### config.mk
export PLATFORM = sky130hd
export DESIGN_NAME = cdt_timer
export DESIGN_NICKNAME = d
export VERILOG_FILES = /design/src/rtl/cdt_pkg.sv /design/src/rtl/cdt_tick_sel.sv /design/src/rtl/cdt_counter.sv /design/src/rtl/cdt_irq_ctl.sv /design/src/rtl/cdt_timer.sv
export SDC_FILE = /design/constraint.sdc
export NUM_CORES = 1
export LEC_CHECK = 0
export BUFFER_PORTS_ARGS = -buffer_cell sky130_fd_sc_hd__buf_2
export CAP_MARGIN = 20
export CORE_AREA = 2 2 54 56
export DETAILED_ROUTE_END_ITERATION = 16
export DIE_AREA = 0 0 56 58
export PLACE_DENSITY_LB_ADDON = 0.05
export SYNTH_ARGS = -nofsm -noshare
export SYNTH_HDL_FRONTEND = slang
export SYNTH_SLANG_ARGS = --single-unit
### constraint.sdc
create_clock -name clk -period 2.19 [get_ports clk]
set_input_delay 0.438 -clock clk [delete_from_list [all_inputs] [get_ports clk]]
set_output_delay 0.438 -clock clk [all_outputs]
set_load 0.02 [all_outputs]
### src/rtl/cdt_pkg.sv
`timescale 1ns/1ps
package cdt_pkg;

  typedef enum logic [1:0] {
    SRC_FAST = 2'd0,
    SRC_MID  = 2'd1,
    SRC_SEC  = 2'd2,
    SRC_MIN  = 2'd3
  } src_e;

  // control register layout, MSB first: pulse(4) ie(3) src(2:1) run(0)
  typedef struct packed {
    logic pulse;
    logic ie;
    src_e src;
    logic run;
  } ctrl_t;

  localparam int unsigned CTRL_W  = $bits(ctrl_t);
  localparam int unsigned N_SRC   = 4;
  localparam logic [1:0]  A_CTRL  = 2'd0;
  localparam logic [1:0]  A_COUNT = 2'd1;
  localparam logic [1:0]  A_FLAG  = 2'd2;

  // a selected tick finishes the period when the count is at or below one
  function automatic logic cdt_last(input logic [31:0] cnt);
    return cnt <= 32'd1;
  endfunction

endpackage

### src/rtl/cdt_tick_sel.sv
`timescale 1ns/1ps
module cdt_tick_sel #(
  parameter int unsigned N_SRC = 4,
  localparam int unsigned SEL_W = $clog2(N_SRC)
) (
  input  logic [N_SRC-1:0] ticks,
  input  logic [SEL_W-1:0] sel,
  output logic             tick
);
  logic [N_SRC-1:0] hit;

  for (genvar g = 0; g < N_SRC; g++) begin : g_src
    assign hit[g] = ticks[g] & (sel == SEL_W'(g));
  end

  assign tick = |hit;
endmodule

### src/rtl/cdt_counter.sv
`timescale 1ns/1ps
module cdt_counter #(
  parameter int unsigned CNT_W = 8
) (
  input  logic             clk,
  input  logic             rst_n,
  input  logic             run,
  input  logic             tick,
  input  logic             load,
  input  logic [CNT_W-1:0] load_val,
  input  logic [CNT_W-1:0] n_val,
  output logic [CNT_W-1:0] count,
  output logic             period_end
);
  import cdt_pkg::*;

  logic step;
  logic at_last;

  assign step       = run & tick & (n_val != '0) & ~load;
  assign at_last    = cdt_last(32'(count));
  assign period_end = step & at_last;

  always_ff @(posedge clk) begin
    if (!rst_n) begin
      count <= '0;
    end else if (load) begin
      count <= load_val;
    end else if (step) begin
      count <= at_last ? n_val : count - 1'b1;
    end
  end
endmodule

### src/rtl/cdt_irq_ctl.sv
`timescale 1ns/1ps
module cdt_irq_ctl (
  input  logic clk,
  input  logic rst_n,
  input  logic period_end,
  input  logic clr_req,
  input  logic ie,
  input  logic pulse_mode,
  output logic flag,
  output logic pulse_q,
  output logic irq
);
  always_ff @(posedge clk) begin
    if (!rst_n) begin
      flag    <= 1'b0;
      pulse_q <= 1'b0;
    end else begin
      pulse_q <= period_end;
      if (period_end) begin
        flag <= 1'b1;
      end else if (clr_req) begin
        flag <= 1'b0;
      end
    end
  end

  always_comb begin
    if (!ie) begin
      irq = 1'b0;
    end else if (pulse_mode) begin
      irq = pulse_q;
    end else begin
      irq = flag;
    end
  end
endmodule

### src/rtl/cdt_timer.sv
`timescale 1ns/1ps
module cdt_timer #(
  parameter int unsigned DATA_W = 8,
  parameter int unsigned CNT_W  = 8
) (
  input  logic              clk,
  input  logic              rst_n,
  input  logic              tick_fast,
  input  logic              tick_mid,
  input  logic              tick_sec,
  input  logic              tick_min,
  input  logic              reg_we,
  input  logic [1:0]        reg_addr,
  input  logic [DATA_W-1:0] reg_wdata,
  output logic [DATA_W-1:0] reg_rdata,
  output logic              irq
);
  import cdt_pkg::*;

  localparam int unsigned SEL_W = $clog2(N_SRC);

  ctrl_t            ctrl_q;
  logic [CNT_W-1:0] n_q;
  logic [CNT_W-1:0] count;
  logic             tick_sel;
  logic             period_end;
  logic             n_load;
  logic             ctrl_wr;
  logic             flag_clr;
  logic             flag;
  logic             pulse_q;
  logic [N_SRC-1:0] tick_vec;

  assign tick_vec = {tick_min, tick_sec, tick_mid, tick_fast};
  assign n_load   = reg_we & (reg_addr == A_COUNT);
  assign ctrl_wr  = reg_we & (reg_addr == A_CTRL);
  assign flag_clr = reg_we & (reg_addr == A_FLAG) & reg_wdata[0];

  always_ff @(posedge clk) begin
    if (!rst_n) begin
      ctrl_q <= '0;
      n_q    <= '0;
    end else begin
      if (ctrl_wr) ctrl_q <= ctrl_t'(reg_wdata[CTRL_W-1:0]);
      if (n_load)  n_q    <= reg_wdata[CNT_W-1:0];
    end
  end

  cdt_tick_sel #(.N_SRC(N_SRC)) u_sel (
    .ticks (tick_vec),
    .sel   (SEL_W'(ctrl_q.src)),
    .tick  (tick_sel)
  );

  cdt_counter #(.CNT_W(CNT_W)) u_cnt (
    .clk        (clk),
    .rst_n      (rst_n),
    .run        (ctrl_q.run),
    .tick       (tick_sel),
    .load       (n_load),
    .load_val   (reg_wdata[CNT_W-1:0]),
    .n_val      (n_q),
    .count      (count),
    .period_end (period_end)
  );

  cdt_irq_ctl u_irq (
    .clk        (clk),
    .rst_n      (rst_n),
    .period_end (period_end),
    .clr_req    (flag_clr),
    .ie         (ctrl_q.ie),
    .pulse_mode (ctrl_q.pulse),
    .flag       (flag),
    .pulse_q    (pulse_q),
    .irq        (irq)
  );

  always_comb begin
    reg_rdata = '0;
    case (reg_addr)
      A_CTRL:  reg_rdata[CTRL_W-1:0] = ctrl_q;
      A_COUNT: reg_rdata[CNT_W-1:0]  = count;
      A_FLAG:  reg_rdata[0]          = flag;
      default: reg_rdata             = '0;
    endcase
  end
endmodule

### Word level (Yosys, flattened, before mapping)

Cells that the tools add are included.

| word-level totals | value |
|---|---|
| bits in registers | 23 |
| bits in latches | 0 |
| bits in writable memories | 0 |
| bits in read-only memories | 0 |
| output and inout port bits | 9 |
| logic and storage cells | 44 |
| memories | 0 |

| cells by class | value |
|---|---|
| add/sub/neg operators | 1 |
| multiply operators | 0 |
| div/mod/pow operators | 0 |
| order comparisons | 1 |
| eq/ne operators | 5 |
| shift operators | 0 |
| muxes and demuxes | 10 |
| bitwise operators | 13 |
| reductions and logical operators | 6 |

Operators with widths:

| operator | count |
|---|---|
| $mux 8 | 3 |
| $and 1x1->1 | 12 |
| $le 8x1->1 const B | 1 |
| $pmux 4 s2 | 1 |
| $reduce_bool 8->1 | 1 |
| $sub 8x1->8 const B | 1 |
| $eq 2x2->1 const B | 3 |
| $eq 2x1->1 const B | 2 |
| $logic_not 2->1 | 2 |
| $mux 1 | 4 |
| $reduce_bool 2->1 | 2 |
| $reduce_or 4->1 | 1 |
| $mux 3 | 1 |
| $pmux 1 s3 | 1 |
| $not 1->1 | 1 |

### Logic depth before layout (Yosys ltp)

| logic depth | value |
|---|---|
| depth in word-level cells | 8 |
| depth in mapped cells | 8 |
| depth with buffers taken out | 7 |

### Cells and area by module

Synthesis repeated with hierarchy kept, for this count alone.

| second synthesis, totals | value |
|---|---|
| cell total of the unflattened synthesis | 164 |
| area, all modules | 1472.7 um2 |

Modules (own cells, without submodules):

| module | instances | cells each | area each (um2) | sequential area each (um2) |
|---|---|---|---|---|
| cdt_counter | 1 | 85 | 706.9 | 160.2 |
| cdt_timer | 1 | 71 | 659.4 | 260.2 |
| cdt_irq_ctl | 1 | 7 | 83.8 | 40.0 |
| cdt_tick_sel | 1 | 1 | 22.5 | 0.0 |

### Worst setup path after synthesis

OpenSTA, ideal clock, no wires.

| path | value |
|---|---|
| kind | reg2reg |
| start | register u_cnt.count[2] |
| end | register u_cnt.count[0] |
| setup time | 0.066 ns |
| arrival | 1.772 ns |
| path slack | 0.351 ns |
| stages on the path, launching flop included | 8 |
| path through | dfxtp_1 -> buf_6 -> or3_4 -> or3_4 -> buf_6 -> nor3b_1 -> a211o_1 -> a21oi_2 |

| between the ends | value |
|---|---|
| word-level cells in the longest chain between the ends | 4 |

RTL lines:

| element | line | text |
|---|---|---|
| from (decl) | cdt_counter.sv:12 | `output logic [CNT_W-1:0] count,` |
| from (signal assigned) | cdt_counter.sv:28 | `count <= load_val;` |
| from (signal assigned) | cdt_counter.sv:30 | `count <= at_last ? n_val : count - 1'b1;` |
| $le 8x1->1 | cdt_pkg.sv:27 | `return cnt <= 32'd1;` |
| $mux 8 | cdt_counter.sv:30 |  |
| $mux 8 | cdt_counter.sv:29 | `end else if (step) begin` |
| $mux 8 | cdt_counter.sv:27 | `end else if (load) begin` |

Every way passes these cells. The select of a mux whose other input is x is not followed.
A chain may end at the register's enable or synchronous reset.

### Worst setup path after layout

| path | value |
|---|---|
| start | register n_q[0] |
| end | register u_cnt.count[0] |

| between the ends | value |
|---|---|
| word-level cells in the longest chain between the ends | 4 |

RTL lines:

| element | line | text |
|---|---|---|
| from (decl) | cdt_timer.sv:23 | `logic [CNT_W-1:0] n_q;` |
| from (signal assigned) | cdt_timer.sv:45 | `if (n_load) n_q <= reg_wdata[CNT_W-1:0];` |
| $reduce_bool 8->1 | cdt_counter.sv:20 | `assign step = run & tick & (n_val != '0) & ~load;` |
| $and 1x1->1 (2 in a row) | cdt_counter.sv:20 |  |
| $reduce_bool 2->1 (no source line) | - |  |

Parallel ways exist; a longest one is shown, timed or not. The select of a mux whose other input is x is not followed.

==> flow_summary.rst <==
.. list-table::
   :header-rows: 1

   * - Metric
     - Value
   * - Cell count after placement
     - 215
   * - Lkg Pwr
     - 0.627 nW
   * - Highest clock rate
     - 493 MHz
   * - Worst-skew pair later-pin latency
     - 0.32 ns
   * - 1st-pass router iterations
     - 4
   * - CTS root buf
     - sky130_fd_sc_hd__clkbuf_4
   * - Inserted Diodes
     - 0
   * - Nets in the synthesized netlist
     - 185
   * - Remaining DRCs
     - 0
   * - FILL cells
     - 276
   * - Required time worst endpoint
     - 2.45 ns
   * - Synthesized instance count
     - 166
   * - Post-route insts no fill
     - 219
   * - Maximum clock insertion buffer count
     - 2
   * - Summed negative setup slack over all endpoints
     - 0 ns
   * - Number of global-route vias before repair
     - 1221
   * - Synth-to-Final Area Change
     - 10.3%
   * - Number of top-level pins
     - 26
   * - Status
     - completed
   * - Final HPWL from detailed placement
     - 2.50 mm
   * - GRT Overall Usage
     - 22.0%
   * - Maximum number of pins on one net before global-route repair
     - 24
   * - Critical path data arrival time
     - 2.29 ns
   * - Nets@finish
     - 208
   * - Horiz. Die Dim
     - 56 um
   * - Vias after detailed routing
     - 1287
   * - Register bit total from synthesis
     - 23
   * - Clock transition at the registers of the reported paths
     - 0.14 ns
   * - Final Hold Viols
     - 0
   * - Share of async-settable or async-resettable flops after synthesis
     - 0%
   * - Type of the tightest min-delay check
     - in2reg
   * - Cells traversed along the worst timing path
     - or4_2 > o211ai_4 > nor3b_1 > a211o_1 > a21oi_2
   * - PD cells
     - 554 mW/mm^2
   * - Leading register cell type out of synthesis
     - sky130_fd_sc_hd__dfxtp_1
   * - Cts repair resizes
     - 0
   * - Initial core utilization
     - 52.5%
   * - Critical Path End Type
     - flop
   * - Crit path largest cell delay
     - 0.70 ns
   * - CP Buf/Inv Count
     - 0
   * - Number of levels in the clock H-tree
     - 1
   * - Library cells used by synthesis
     - 39
   * - Antenna viol nets, final
     - 0
   * - Height of the die
     - 58 um
   * - Setup-violating endpoint count in the final report
     - 0
   * - Reported max-cap violation count
     - 0
   * - Yosys warning total
     - 0
   * - EDFF count, synth
     - 0
   * - Area enclosed by the die boundary
     - 0.00325 mm^2
   * - Antenna violations before repair
     - 0
   * - Startpoint-to-endpoint class of the critical path
     - reg2reg
   * - Std-Cell Core Area
     - 0.00266 mm^2
   * - Minimum clock period after layout
     - 2.03 ns
   * - Sequential element share of the synthesized area
     - 32.9%
   * - Most common library cell in the layout ignoring fill and taps
     - sky130_fd_sc_hd__buf_2
   * - Combined area of all synthesized cells
     - 0.00140 mm^2
   * - CTS sink count
     - 23
   * - Proportion of layout cells with a drive suffix above 1
     - 22.3%
   * - Overall routed net length
     - 3.32 mm
   * - Cell Rows
     - 19
   * - IO buf count
     - 25
   * - Final clock period utilization by the worst path
     - 92.5%
   * - Setup skew after layout
     - 0.00655 ns
   * - Sum of overflow across all layers after global routing
     - 0
   * - Ratio of routed vias to standard cells
     - 5.88
   * - Top library cells by usage in the layout, fill and taps aside
     - sky130_fd_sc_hd__buf_2 (25), sky130_fd_sc_hd__nand2_1 (23), sky130_fd_sc_hd__dfxtp_1 (23)
   * - Number of buffers inserted during clock tree synthesis
     - 3
   * - Kind of start point of the critical path
     - flop
   * - Post-Synthesis Mean Instance Area
     - 8.43 um^2
   * - Final weighted congestion in routability-driven placement
     - 0.874
   * - RSZ-0062 raised after global routing
     - false
   * - Number of setup buffers added after CTS
     - 0
   * - Number of buffers inserted for hold repair after clock tree synthesis
     - 0
   * - First-iteration detailed-routing DRC count
     - 55
   * - Max Fanout on Critical Path
     - 14
   * - Slowest-stage cell, CP
     - sky130_fd_sc_hd__or4_2
   * - Peak VDD IR
     - 515 uV
   * - Worst Max-Slew Pin Slew
     - 0.558 ns
   * - Top Family by Delay on Critical Path
     - compound AO/OA/AOI/OAI gates
   * - Wire per inst
     - 15.1 um
   * - First-pass GRT wire length
     - 5.67 mm
   * - Worst slew margin
     - 62.6%
   * - Slew Limit Fails
     - 0
   * - CTS tree
     - built
-- stage by stage --
step | setup slack (ns) | cell area (um^2) | power (mW) | hold WS (ns) | utilization [%]
after floorplan | 0.351 | 1400 | 0.613 | 0.450 | -
after global placement | 0.277 | 1520 | 0.655 | 0.470 | 56.9
after detailed placement | 0.217 | 1520 | 0.658 | 0.474 | 56.9
after CTS | 0.179 | 1540 | 0.857 | 0.364 | 57.9
after global routing | 0.0702 | 1540 | 0.905 | 0.395 | 57.9
final | 0.164 | 1540 | 0.855 | 0.367 | 57.9
-- synth_stat cells, drive strengths merged (2+ instances only) --
cell type  count  area [um^2]
nand2         24         92.6
dfxtp         23          460
mux2i         15          150
o21ai         14         70.1
a21oi         12         63.8
a21boi         8         60.1
nor2           8         30.0
nor2b          8         50.1
nor3           7         35.0
clkbuf         5         18.8
and2           4         26.3
buf            4         38.8
inv            4         15.0
o211ai         4         43.8
a21o           3         22.5
or3            3         33.8
ha             2         25.0
nand3          2         10.0
nor3b          2         20.0
or4            2         16.3
-- cells by family (layout without fill, tap and decap cells) --
group,count (synthesis),in the layout,synth area share (%)
compound gates,47,47,22.2
flops,23,23,32.9
fa+ha+maj,2,2,1.79
mux,16,16,12.3
buf+inv,14,36,6.08
xor+xnor,1,1,0.626
simple gates,63,63,24.1
-- state kept, by name, indices dropped and copies added (netlist names) --
signal / cells
n_q: 8
u_cnt.count: 8
ctrl_q: 5
u_irq.flag: 1
u_irq.pulse_q: 1
-- worst reg2reg max path, stage by stage, from the launching register on --
cell	delay [ns]
sky130_fd_sc_hd__dfxtp_1	0.35
sky130_fd_sc_hd__or4_2	0.70
sky130_fd_sc_hd__o211ai_4	0.40
sky130_fd_sc_hd__nor3b_1	0.10
sky130_fd_sc_hd__a211o_1	0.29
sky130_fd_sc_hd__a21oi_2	0.13
-- routing by layer --
metal  vias up  global-route usage (%)  part of all wire (%)  wire length [um]
met5         -                       0                     0                 0
met4         0                    6.80                   1.5                51
met3         8                    2.68                   4.3               141
met2        33                    35.1                    47              1560
met1       611                    31.3                    47              1560
li1        635                       -                     -                 -
-- layout make-up --
type / count / area, um^2 / share of cell area [%]
flip-flops and latches: 23 / 460 / 29.8
well taps: 31 / 38.8 / 2.51
repair buffers: 28 / 148 / 9.57
inverters: 4 / 15.0 / 0.973
clock buffers: 3 / 22.5 / 1.46
clock inverters: 1 / 5.00 / 0.324
multi-input cells: 129 / 853 / 55.3
-- final timing paths --
| check | endpoint | from | slack, ns | depth (start not counted) |
|---|---|---|---|---|
| setup / recovery | u_cnt.count[0]$_SDFFE_PN0P_ | n_q[0]$_SDFFE_PN0P_ | 0.16 | 5 |
| hold / removal | n_q[5]$_SDFFE_PN0P_ | reg_wdata[5] | 0.37 | 3 |
| setup reg to reg | u_cnt.count[0]$_SDFFE_PN0P_ | n_q[0]$_SDFFE_PN0P_ | 0.16 | 5 |
| hold reg to reg | n_q[1]$_SDFFE_PN0P_ | n_q[1]$_SDFFE_PN0P_ | 0.49 | 2 |
-- where the power goes --
part | leakage [nW] | internal (mW) | switching (mW) | total [mW]
Combinational | 0.422 | 0.0886 | 0.109 | 0.198
Clock | 0.0177 | 0.0684 | 0.136 | 0.204
Sequential | 0.187 | 0.435 | 0.0184 | 0.453
Power figures use the tool's default switching activity.
